==> src/rtl/cb_pkg.sv <==
package cb_pkg;

  typedef enum logic [1:0] {
    BAL_OFF   = 2'd0,
    BAL_MASK  = 2'd1,
    BAL_LEVEL = 2'd2
  } bal_mode_e;

  localparam logic [15:0] CODE_MASK   = 16'h0083;
  localparam logic [15:0] CODE_LEVEL  = 16'h0084;
  localparam logic [15:0] CODE_SESS   = 16'h0085;
  localparam logic [15:0] CODE_GRP0   = 16'h0086;
  localparam logic [15:0] CODE_LAST   = 16'h0087;
  localparam logic [7:0]  WR_DATA_BYTES = 8'd2;
  localparam logic [7:0]  WR_LEN        = WR_DATA_BYTES + 8'd4;

  // Inverted 8-bit sum over code and data bytes.
  function automatic logic [7:0] frame_csum(input logic [15:0] code,
                                            input logic [15:0] data);
    logic [7:0] acc;
    acc = code[7:0] + code[15:8] + data[7:0] + data[15:8];
    return ~acc;
  endfunction

  // Saturating increment for a counter of arbitrary width.
  function automatic logic [63:0] sat_inc(input logic [63:0] v,
                                          input logic [63:0] vmax);
    return (v >= vmax) ? vmax : v + 64'd1;
  endfunction

endpackage

==> src/rtl/cb_cmd_decode.sv <==
module cb_cmd_decode
  import cb_pkg::*;
(
  input  logic        cmd_valid,
  input  logic        cmd_write,
  input  logic [15:0] cmd_code,
  input  logic [15:0] cmd_data,
  input  logic [7:0]  cmd_csum,
  input  logic [7:0]  cmd_len,
  input  logic        lockout,
  output logic        wr_mask_evt,
  output logic        wr_level_evt,
  output logic        rd_evt,
  output logic        frame_ok
);

  logic in_range;
  logic live;

  assign in_range = (cmd_code >= CODE_MASK) && (cmd_code <= CODE_LAST);
  assign live     = cmd_valid && in_range && !lockout;
  assign frame_ok = (cmd_csum == frame_csum(cmd_code, cmd_data)) &&
                    (cmd_len == WR_LEN);

  assign wr_mask_evt  = live && cmd_write && frame_ok && (cmd_code == CODE_MASK);
  assign wr_level_evt = live && cmd_write && frame_ok && (cmd_code == CODE_LEVEL);
  assign rd_evt       = live && !cmd_write;

endmodule

==> src/rtl/cb_session.sv <==
module cb_session
  import cb_pkg::*;
#(
  parameter int N_CELLS = 16,
  parameter int MV_W    = 16,
  parameter int TMR_W   = 16
) (
  input  logic                    clk,
  input  logic                    rst_n,
  input  logic                    dev_reset,
  input  logic                    sec_tick,
  input  logic [TMR_W-1:0]        interval,
  input  logic [N_CELLS*MV_W-1:0] cell_mv,
  input  logic                    wr_mask_evt,
  input  logic                    wr_level_evt,
  input  logic [15:0]             wr_data,
  output logic [N_CELLS-1:0]      mask,
  output logic [MV_W-1:0]         thr,
  output logic [TMR_W-1:0]        sess,
  output bal_mode_e               mode,
  output logic                    timeout_evt
);

  // Highest reading strictly above the threshold; the lower index keeps a tie.
  function automatic logic [N_CELLS-1:0] pick_top(
      input logic [N_CELLS*MV_W-1:0] mv, input logic [MV_W-1:0] level);
    logic [MV_W-1:0]    best;
    logic               found;
    logic [N_CELLS-1:0] sel;
    best  = '0;
    found = 1'b0;
    sel   = '0;
    for (int i = 0; i < N_CELLS; i++) begin
      if (mv[i*MV_W +: MV_W] > level && (!found || mv[i*MV_W +: MV_W] > best)) begin
        found  = 1'b1;
        best   = mv[i*MV_W +: MV_W];
        sel    = '0;
        sel[i] = 1'b1;
      end
    end
    return sel;
  endfunction

  logic [TMR_W:0]     sess_next;
  logic               active;
  logic [N_CELLS-1:0] pick_new;
  logic [N_CELLS-1:0] pick_cur;

  assign active      = (mode != BAL_OFF);
  assign sess_next   = {1'b0, sess} + 1'b1;
  assign timeout_evt = sec_tick && active && !wr_mask_evt && !wr_level_evt &&
                       (sess_next >= {1'b0, interval});
  assign pick_new    = pick_top(cell_mv, wr_data[MV_W-1:0]);
  assign pick_cur    = pick_top(cell_mv, thr);

  always_ff @(posedge clk or negedge rst_n) begin
    if (!rst_n) begin
      mask <= '0;
      thr  <= '0;
      sess <= '0;
      mode <= BAL_OFF;
    end else if (dev_reset) begin
      mask <= '0;
      thr  <= '0;
      sess <= '0;
      mode <= BAL_OFF;
    end else if (wr_mask_evt) begin
      sess <= '0;
      mask <= wr_data[N_CELLS-1:0];
      mode <= (wr_data[N_CELLS-1:0] == '0) ? BAL_OFF : BAL_MASK;
    end else if (wr_level_evt) begin
      sess <= '0;
      thr  <= wr_data[MV_W-1:0];
      mask <= pick_new;
      mode <= BAL_LEVEL;
    end else if (sec_tick && active) begin
      sess <= sess_next[TMR_W-1:0];
      if (timeout_evt) begin
        mask <= '0;
        mode <= BAL_OFF;
      end else if (mode == BAL_LEVEL) begin
        mask <= pick_cur;
      end
    end
  end

endmodule

==> src/rtl/cb_cum_timers.sv <==
module cb_cum_timers
  import cb_pkg::*;
#(
  parameter int N_CELLS = 16,
  parameter int CUM_W   = 32
) (
  input  logic                     clk,
  input  logic                     rst_n,
  input  logic                     dev_reset,
  input  logic                     cfg_update,
  input  logic                     sec_tick,
  input  logic [N_CELLS-1:0]       mask,
  output logic [N_CELLS*CUM_W-1:0] cum_flat,
  output logic                     clear_evt
);

  localparam logic [CUM_W-1:0] CUM_MAX = '1;

  logic cfg_q;

  always_ff @(posedge clk or negedge rst_n) begin
    if (!rst_n) cfg_q <= 1'b0;
    else        cfg_q <= cfg_update;
  end

  assign clear_evt = dev_reset || (cfg_update && !cfg_q);

  for (genvar c = 0; c < N_CELLS; c++) begin : g_cell
    logic [CUM_W-1:0] cnt;
    logic [63:0]      nxt;

    assign nxt = sat_inc(64'(cnt), 64'(CUM_MAX));

    always_ff @(posedge clk or negedge rst_n) begin
      if (!rst_n)                  cnt <= '0;
      else if (clear_evt)          cnt <= '0;
      else if (sec_tick && mask[c]) cnt <= nxt[CUM_W-1:0];
    end

    assign cum_flat[c*CUM_W +: CUM_W] = cnt;
  end

endmodule

==> src/rtl/cell_bal_ctrl.sv <==
module cell_bal_ctrl
  import cb_pkg::*;
#(
  parameter int N_CELLS = 16,
  parameter int MV_W    = 16,
  parameter int CUM_W   = 32,
  parameter int GROUP   = 8
) (
  input  logic                     clk,
  input  logic                     rst_n,
  input  logic                     dev_reset_i,
  input  logic                     cfg_update_i,
  input  logic                     cb_no_cmd_i,
  input  logic                     sec_tick_i,
  input  logic [15:0]              cfg_interval_i,
  input  logic [N_CELLS*MV_W-1:0]  cell_mv_i,
  input  logic                     cmd_valid_i,
  input  logic                     cmd_write_i,
  input  logic [15:0]              cmd_code_i,
  input  logic [15:0]              cmd_data_i,
  input  logic [7:0]               cmd_csum_i,
  input  logic [7:0]               cmd_len_i,
  output logic                     rsp_valid_o,
  output logic [GROUP*CUM_W-1:0]   rsp_data_o,
  output logic [N_CELLS-1:0]       balance_en_o,
  output logic [15:0]              sess_sec_o,
  output logic [N_CELLS*CUM_W-1:0] cum_time_o
);

  localparam int RSP_W    = GROUP * CUM_W;
  localparam int N_GROUPS = N_CELLS / GROUP;

  logic               wr_mask_evt;
  logic               wr_level_evt;
  logic               rd_evt;
  logic               frame_ok;
  logic               cmd_wr_accept;
  logic               timeout_evt;
  logic               clear_evt;
  logic [N_CELLS-1:0] mask_w;
  logic [MV_W-1:0]    thr_w;
  logic [15:0]        sess_w;
  bal_mode_e          mode_w;
  logic [N_CELLS*CUM_W-1:0] cum_w;
  logic [RSP_W-1:0]   rsp_d;

  cb_cmd_decode u_dec (
    .cmd_valid    (cmd_valid_i),
    .cmd_write    (cmd_write_i),
    .cmd_code     (cmd_code_i),
    .cmd_data     (cmd_data_i),
    .cmd_csum     (cmd_csum_i),
    .cmd_len      (cmd_len_i),
    .lockout      (cb_no_cmd_i),
    .wr_mask_evt  (wr_mask_evt),
    .wr_level_evt (wr_level_evt),
    .rd_evt       (rd_evt),
    .frame_ok     (frame_ok)
  );

  assign cmd_wr_accept = wr_mask_evt || wr_level_evt;

  cb_session #(.N_CELLS(N_CELLS), .MV_W(MV_W), .TMR_W(16)) u_sess (
    .clk          (clk),
    .rst_n        (rst_n),
    .dev_reset    (dev_reset_i),
    .sec_tick     (sec_tick_i),
    .interval     (cfg_interval_i),
    .cell_mv      (cell_mv_i),
    .wr_mask_evt  (wr_mask_evt),
    .wr_level_evt (wr_level_evt),
    .wr_data      (cmd_data_i),
    .mask         (mask_w),
    .thr          (thr_w),
    .sess         (sess_w),
    .mode         (mode_w),
    .timeout_evt  (timeout_evt)
  );

  cb_cum_timers #(.N_CELLS(N_CELLS), .CUM_W(CUM_W)) u_cum (
    .clk        (clk),
    .rst_n      (rst_n),
    .dev_reset  (dev_reset_i),
    .cfg_update (cfg_update_i),
    .sec_tick   (sec_tick_i),
    .mask       (mask_w),
    .cum_flat   (cum_w),
    .clear_evt  (clear_evt)
  );

  // Read-back multiplexer.
  always_comb begin
    rsp_d = '0;
    unique case (cmd_code_i)
      CODE_MASK:  rsp_d[N_CELLS-1:0] = mask_w;
      CODE_LEVEL: rsp_d[MV_W-1:0]    = thr_w;
      CODE_SESS:  rsp_d[15:0]        = sess_w;
      default: begin
        for (int g = 0; g < N_GROUPS; g++) begin
          if (cmd_code_i == CODE_GRP0 + 16'(g)) rsp_d = cum_w[g*RSP_W +: RSP_W];
        end
      end
    endcase
  end

  always_ff @(posedge clk or negedge rst_n) begin
    if (!rst_n) begin
      rsp_valid_o <= 1'b0;
      rsp_data_o  <= '0;
    end else begin
      rsp_valid_o <= rd_evt;
      if (rd_evt) rsp_data_o <= rsp_d;
    end
  end

  assign balance_en_o = mask_w;
  assign sess_sec_o   = sess_w;
  assign cum_time_o   = cum_w;

endmodule

==> config.mk <==
export PLATFORM = sky130hd
export DESIGN_NAME = cell_bal_ctrl
export DESIGN_NICKNAME = d
export VERILOG_FILES = /design/src/rtl/cb_pkg.sv /design/src/rtl/cb_cmd_decode.sv /design/src/rtl/cb_session.sv /design/src/rtl/cb_cum_timers.sv /design/src/rtl/cell_bal_ctrl.sv
export SDC_FILE = /design/constraint.sdc
export NUM_CORES = 2
export LEC_CHECK = 0
export BUFFER_PORTS_ARGS = -buffer_cell sky130_fd_sc_hd__buf_4
export CORE_AREA = 10 10 427 429
export DETAILED_ROUTE_END_ITERATION = 8
export DIE_AREA = 0 0 437 439
export GPL_TIMING_DRIVEN = 0
export PLACE_DENSITY_LB_ADDON = 0.3
export SLEW_MARGIN = 20
export SYNTH_ARGS = -nofsm -noshare
export SYNTH_HDL_FRONTEND = slang
export SYNTH_SLANG_ARGS = --single-unit
==> constraint.sdc <==
create_clock -name clk -period 72.5 [get_ports clk]
set_input_delay 14.5 -clock clk [delete_from_list [all_inputs] [get_ports clk]]
set_output_delay 14.5 -clock clk [all_outputs]
set_load 0.02 [all_outputs]
Word-level counts from Yosys, hierarchy flattened. Index checks and enable logic that the tools add are counted.

$add $sub $neg: 20. Magnitude comparators: 81. Equality and inequality tests: 9. Multiplexer cells: 163. Bitwise gates (word level): 1. Reduce and logical (&&, ||, !) cells: 152.

Operator list (number): 32-bit 2-to-1 mux (48); 16-bit greater-than comparator (62); 16-bit 2-to-1 mux (59); 32-bit by 1-bit adder with 32-bit output, second input constant (16); 32-bit greater-or-equal comparator, second input constant (16); 256-bit 2-to-1 mux (2); 240-bit 2-to-1 mux (1); 16-bit by 8-bit == test with 1-bit output, second input constant (5); 1-bit logical AND (60); 16-bit case mux with 3 select lines (1); 2-bit nonzero test (18); 1-bit logical NOT (35); 1-bit 2-to-1 mux (33); 1-bit logical OR (31); 8-bit adder (3); 16-bit by 1-bit adder with 17-bit output, second input constant (1); 17-bit by 16-bit greater-or-equal comparator with 1-bit output (1); 16-bit by 8-bit greater-or-equal comparator with 1-bit output, second input constant (1); 16-bit by 8-bit <= comparator with 1-bit output, second input constant (1); 16-bit logical NOT (1); 15-bit 2-to-1 mux (1); 14-bit 2-to-1 mux (1); 13-bit 2-to-1 mux (1); 12-bit 2-to-1 mux (1); 19 further kinds (27).

Bits in registers: 820. Input port bits: 328. Logic and storage cells: 449.

Depth between registers and ports, before layout.
Word-level depth: 68. Depth in mapped cells: 273. Mapped depth without buffers: 252.

Hierarchy. A second synthesis with hierarchy kept.

Cells, all modules: 8908. Area total of the unflattened synthesis: 75064.5 um^2.

By module, submodules not included: cb_session (times used 1, cells an instance 4381, area an instance 33649.8 um^2, sequential area each 1251.2 um^2); cb_cum_timers (times used 1, cells an instance 3181, area an instance 28393.5 um^2, sequential area each 12837.3 um^2); cell_bal_ctrl (times used 1, cells an instance 1264, area an instance 12255.5 um^2, sequential area each 6431.2 um^2); cb_cmd_decode (times used 1, cells an instance 82, area an instance 765.7 um^2, sequential area each 0.0 um^2).

Worst setup path before layout. OpenSTA, ideal clock, no wires.

Path kind: input -> register. Start: input port cmd_data_i[1]. End: register u_sess.mask[2]. Data arrival time: 54.019 ns. Path slack: 18.404 ns. Cell stages on the path: 265. Path buffers: 25. Cells stage by stage: inv_1 -> ha_1 -> nor2b_1 -> o21a_1 -> o21a_1 -> o21a_1 -> o21a_1 -> o21a_1 -> o21a_1 -> o21ai_0 -> a21boi_0 -> o21a_1 -> o21a_1 -> clkbuf_1 -> buf_1 -> nand2_1 -> ha_1 -> nor2b_1 -> [229 not listed] -> ha_1 -> a21oi_1 -> nor2b_1 -> o21ai_0 -> nand2b_1 -> a21oi_1 -> nor2b_1 -> o21ai_0 -> nand2b_1 -> a221oi_1 -> a31oi_1 -> o21ai_0 -> nor4bb_1 -> nand2b_1 -> or4_1 -> nor4bb_1 -> o21ai_0 -> o21ai_1.

Word-level cells in the longest chain between the ends: 65.

Ends and longest elaborated chain: start: declaration (RTL line cell_bal_ctrl.sv:20) `input logic [15:0] cmd_data_i,`; 16-bit greater-than comparator (RTL line cb_session.sv:34) `if (mv[i*MV_W +: MV_W] > level && (!found || mv[i*MV_W +: MV_W] > best)) begin`; 16-bit 2-to-1 mux or 1-bit 2-to-1 mux (tied branches) (RTL line cb_session.sv:34); 16-bit greater-than comparator or 1-bit logical NOT (tied branches) (RTL line cb_session.sv:34); 1-bit logical OR (RTL line cb_session.sv:34); 1-bit logical AND (RTL line cb_session.sv:34); 16-bit 2-to-1 mux or 1-bit 2-to-1 mux (tied branches) (RTL line cb_session.sv:34); 16-bit greater-than comparator or 1-bit logical NOT (tied branches) (RTL line cb_session.sv:34); 1-bit logical OR (RTL line cb_session.sv:34); [49 not listed]; 16-bit 2-to-1 mux or 1-bit 2-to-1 mux (tied branches) (RTL line cb_session.sv:34); 16-bit greater-than comparator or 1-bit logical NOT (tied branches) (RTL line cb_session.sv:34); 1-bit logical OR (RTL line cb_session.sv:34); 1-bit logical AND (RTL line cb_session.sv:34); 16-bit 2-to-1 mux (RTL line cb_session.sv:34); 16-bit 2-to-1 mux (RTL line cb_session.sv:71) `end else if (wr_level_evt) begin`; 16-bit 2-to-1 mux (RTL line cb_session.sv:67) `end else if (wr_mask_evt) begin`; 16-bit 2-to-1 mux (RTL line cb_session.sv:62) `end else if (dev_reset) begin`; end signal: assignment (RTL line cb_session.sv:69) `mask <= wr_data[N_CELLS-1:0];`; end signal: assignment (RTL line cb_session.sv:74) `mask <= pick_new;`; end signal: assignment (RTL line cb_session.sv:82) `mask <= pick_cur;`; end: declaration (RTL line cb_session.sv:17) `output logic [N_CELLS-1:0] mask,`.

Parallel ways exist; a longest one is shown, timed or not. The select of a mux whose other input is x is not followed. A chain may end at the register's enable or synchronous reset.

Worst setup path in the final report. Same ends and word-level chain as after synthesis.

==> impl_metrics.toml <==
[run_status]
status = "finished, final reports clean"

[timing]
max_freq_ghz = 0.0152
hold_violations = 0
worstMarginPinSlew_ns = 1.15
finalCritPeriodShare_pct = 91.0
slew_headroom_pct = 23.0
skew_ns = 0.0575
setup_tns_ns = 0
finalMaxSlewViolations = 0
rsz0062_at_grt = "false"
setup_viol = 0
min_period_ns = 65.99
whs_ns = 0.479

[cts]
clk_latency_ns = 0.73
path_clk_slew_ns = 0.06
cts_sinks = 820
cts_setup_buffers = 0
hold_buffers = 0
numCtsBuffers = 92
htree_num_levels = 3
cts_tree = "built"
cts_buffer_depth = 3
cts.root.buffer_cell = "clkbuf_16"
ctsResizeCount = 0

[power]
power.total_mw = 2.20
ir_worst_vdd_mv = 0.0191
power_leakage_nw = 42.6
power_density_mw_per_mm2 = 24.8

[setup_path]
path_delay_family = "compound AO/OA/AOI/OAI gates"
path_buf_inv = 34
worst-path-max-fanout = 10
cp_data_arrival_time_ns = 66.65
worstSetupEndpointType = "flip-flop"
crit_slowest_cell = "clkbuf_1"
timing.critical_path.mode_cell = "a21oi_1"
cp_data_required_time_ns = 73.16
slowest_delay_ns = 0.86
startpoint_type = "input port"
crit_type = "input port to flip-flop"
r2r_slack_ns = 24.41

[synth]
synth_flop_cell = "dfrtp_1"
yosysWarnings = 0
ys_top_cells_by_area = "dfrtp_1 (28%), ha_1 (18%), o21ai_0 (9.6%)"
synth_cell_types = 88
async_flop_share_pct = 100
syn_avg_cell_area_sq_um = 8.26
post-synth-top-area-fraction_pct = 28.1
yosysTopAreaCell = "dfrtp_1"
ys_ff_latch = 820
synth_area_sq_mm = 0.0730
ys_seq_area_share_pct = 28.1
syn-num-nets = 10200
synth_cells = 8841
synth-edff-count = 0

[finish]
syn2layout_area_growth_pct = 21.0
layout_commonest_cell = "o21ai_0"
utilization_pct = 50.9
fillers = 16500
drive_gt1_share_pct = 14.6
layout_common_cells = "o21ai_0 (1406), buf_4 (1131), ha_1 (1025)"
nNetsFinal = 11500

[floorplanning]
rows = 153
io_pins = 1129
die_height_microns = 439
core-area_sq_mm = 0.173
die_area_sq_mm = 0.192
die_x_microns = 437
start_util_pct = 42.1

[routing]
via_per_inst = 6.30
drc = 0
drt_pass1_iterations = 6
wl_microns = 365000
wl_per_cell_microns = 29.1
initialDrtViolationCount = 9002
antenna_left = 0
vias = 79000

[global_route]
antenna_found_initial = 41
grt_max_degree = 144
grt_pass1_vias = 75300
grt_pass1_wl_microns = 519000
grtUsageTotal_pct = 35.9
overflow = 0

[placement]
port_buffers = 1126
routabilityCongestion = 1.02
dp_hpwl_microns = 292000

[run]
maxCapViolCount = 0

[worst_hold_path]
min_path_type = "flip-flop to flip-flop"
## worst register-to-register path: cells and delay by family (launching register included)
family	cells	cell delay [ns]
multiplexers	7	2.90
AO/OA/AOI/OAI	90	19.51
buffers and inverters	34	12.06
AND/OR/NAND/NOR	57	8.30
adder cells (fa/ha/maj)	16	4.87
flip-flops	1	0.43
## sequential cells by signal (all words and copies together), names as in the netlist
register and flops:
u_sess.mode 2, u_sess.sess 16, rsp_valid_o 1, rsp_data_o 256, u_cum.cfg_q 1, u_sess.mask 16, u_cum.g_cell.cnt 512, u_sess.thr 16
## synthesized netlist by cell type (10+ instances only)
cell / n
a21oi_1: 509
o21ai_1: 13
buf_1: 29
inv_1: 658
ha_1: 1025
fa_1: 14
and3_1: 408
o31ai_1: 29
xor2_1: 28
nand2_1: 682
a22oi_1: 261
mux2_2: 75
a21o_1: 153
and2_1: 55
o21a_1: 142
a21boi_0: 25
o22a_1: 13
o22ai_1: 27
o211ai_1: 30
dfrtp_1: 820
nor2b_1: 184
a211oi_1: 15
nor4_1: 33
a31oi_1: 72
a22o_1: 355
nand2b_1: 137
nand3_1: 206
nor3_1: 72
o21ai_0: 1406
nor2_1: 350
a221o_1: 20
a211o_1: 10
xnor2_1: 22
mux4_2: 16
or3_1: 17
o221a_2: 16
mux2i_1: 166
nand4_1: 221
clkbuf_1: 372
## layout make-up
type	instances	area [sq um]	area share (%)
Timing Repair Buffer	1160	9200	10.4
Tap cell	2325	2910	3.29
Multi-Input combinational cell	6955	48500	54.9
Clock buffer	141	2710	3.06
Sequential cell	820	20500	23.2
Inverter	660	2480	2.80
Buffer	406	1560	1.76
Clock inverter	28	403	0.456
Antenna cell	36	90.1	0.102
## metrics by stage
| step | setup WS, ns | cell area, sq um | instances |
|---|---|---|---|
| 6_report | 6.51 | 88400 | 12500 |
| 5_1_grt | 3.22 | 88400 | 12500 |
| 4_1_cts | 8.01 | 88300 | 12500 |
| 3_5_place_dp | 7.34 | 85200 | 12300 |
| 3_3_place_gp | 7.28 | 84400 | 12300 |
| 2_1_floorplan | 18.40 | 73000 | 8841 |
## report_power, final
part	internal [mW]	total, mW	leakage, nW	switching [mW]
Sequential	0.459	0.469	11.4	0.00957
Clock	0.280	0.491	1.51	0.211
Combinational	0.490	1.24	29.7	0.746
## logic make-up after synthesis
logic type	after synthesis	share of synthesized area (%)
AO/OA/AOI/OAI	3181	27.0
AND/OR/NAND/NOR	2427	16.9
buffers and inverters	1066	5.50
adder cells (fa/ha/maj)	1040	18.0
flip-flops	820	28.1
multiplexers	257	3.93
XOR/XNOR	50	0.600
## worst paths after layout
kind / startpoint / end / depth (start not counted)
hold reg to reg: rsp_data_o[26] / rsp_data_o[26] / 2
max in group asynchronous: rst_n / u_cum.g_cell[2].cnt[2] / 3
min in group asynchronous: rst_n / u_cum.g_cell[13].cnt[15] / 1
hold / removal: rsp_data_o[26] / rsp_data_o[26] / 2
setup / recovery: cmd_data_i[1] / u_sess.mask[2] / 265
setup reg to reg: u_sess.thr[14] / u_sess.mask[10] / 204
## metal layers
metal	vias up	global-route usage, %	share of wire [%]
li1	35200	-	-
met1	38400	42.5	37
met2	4308	56.7	45
met3	1038	8.24	9.4
met4	4	26.6	8.6
met5	-	0	0.0063
(Power assumes the default switching activity.)
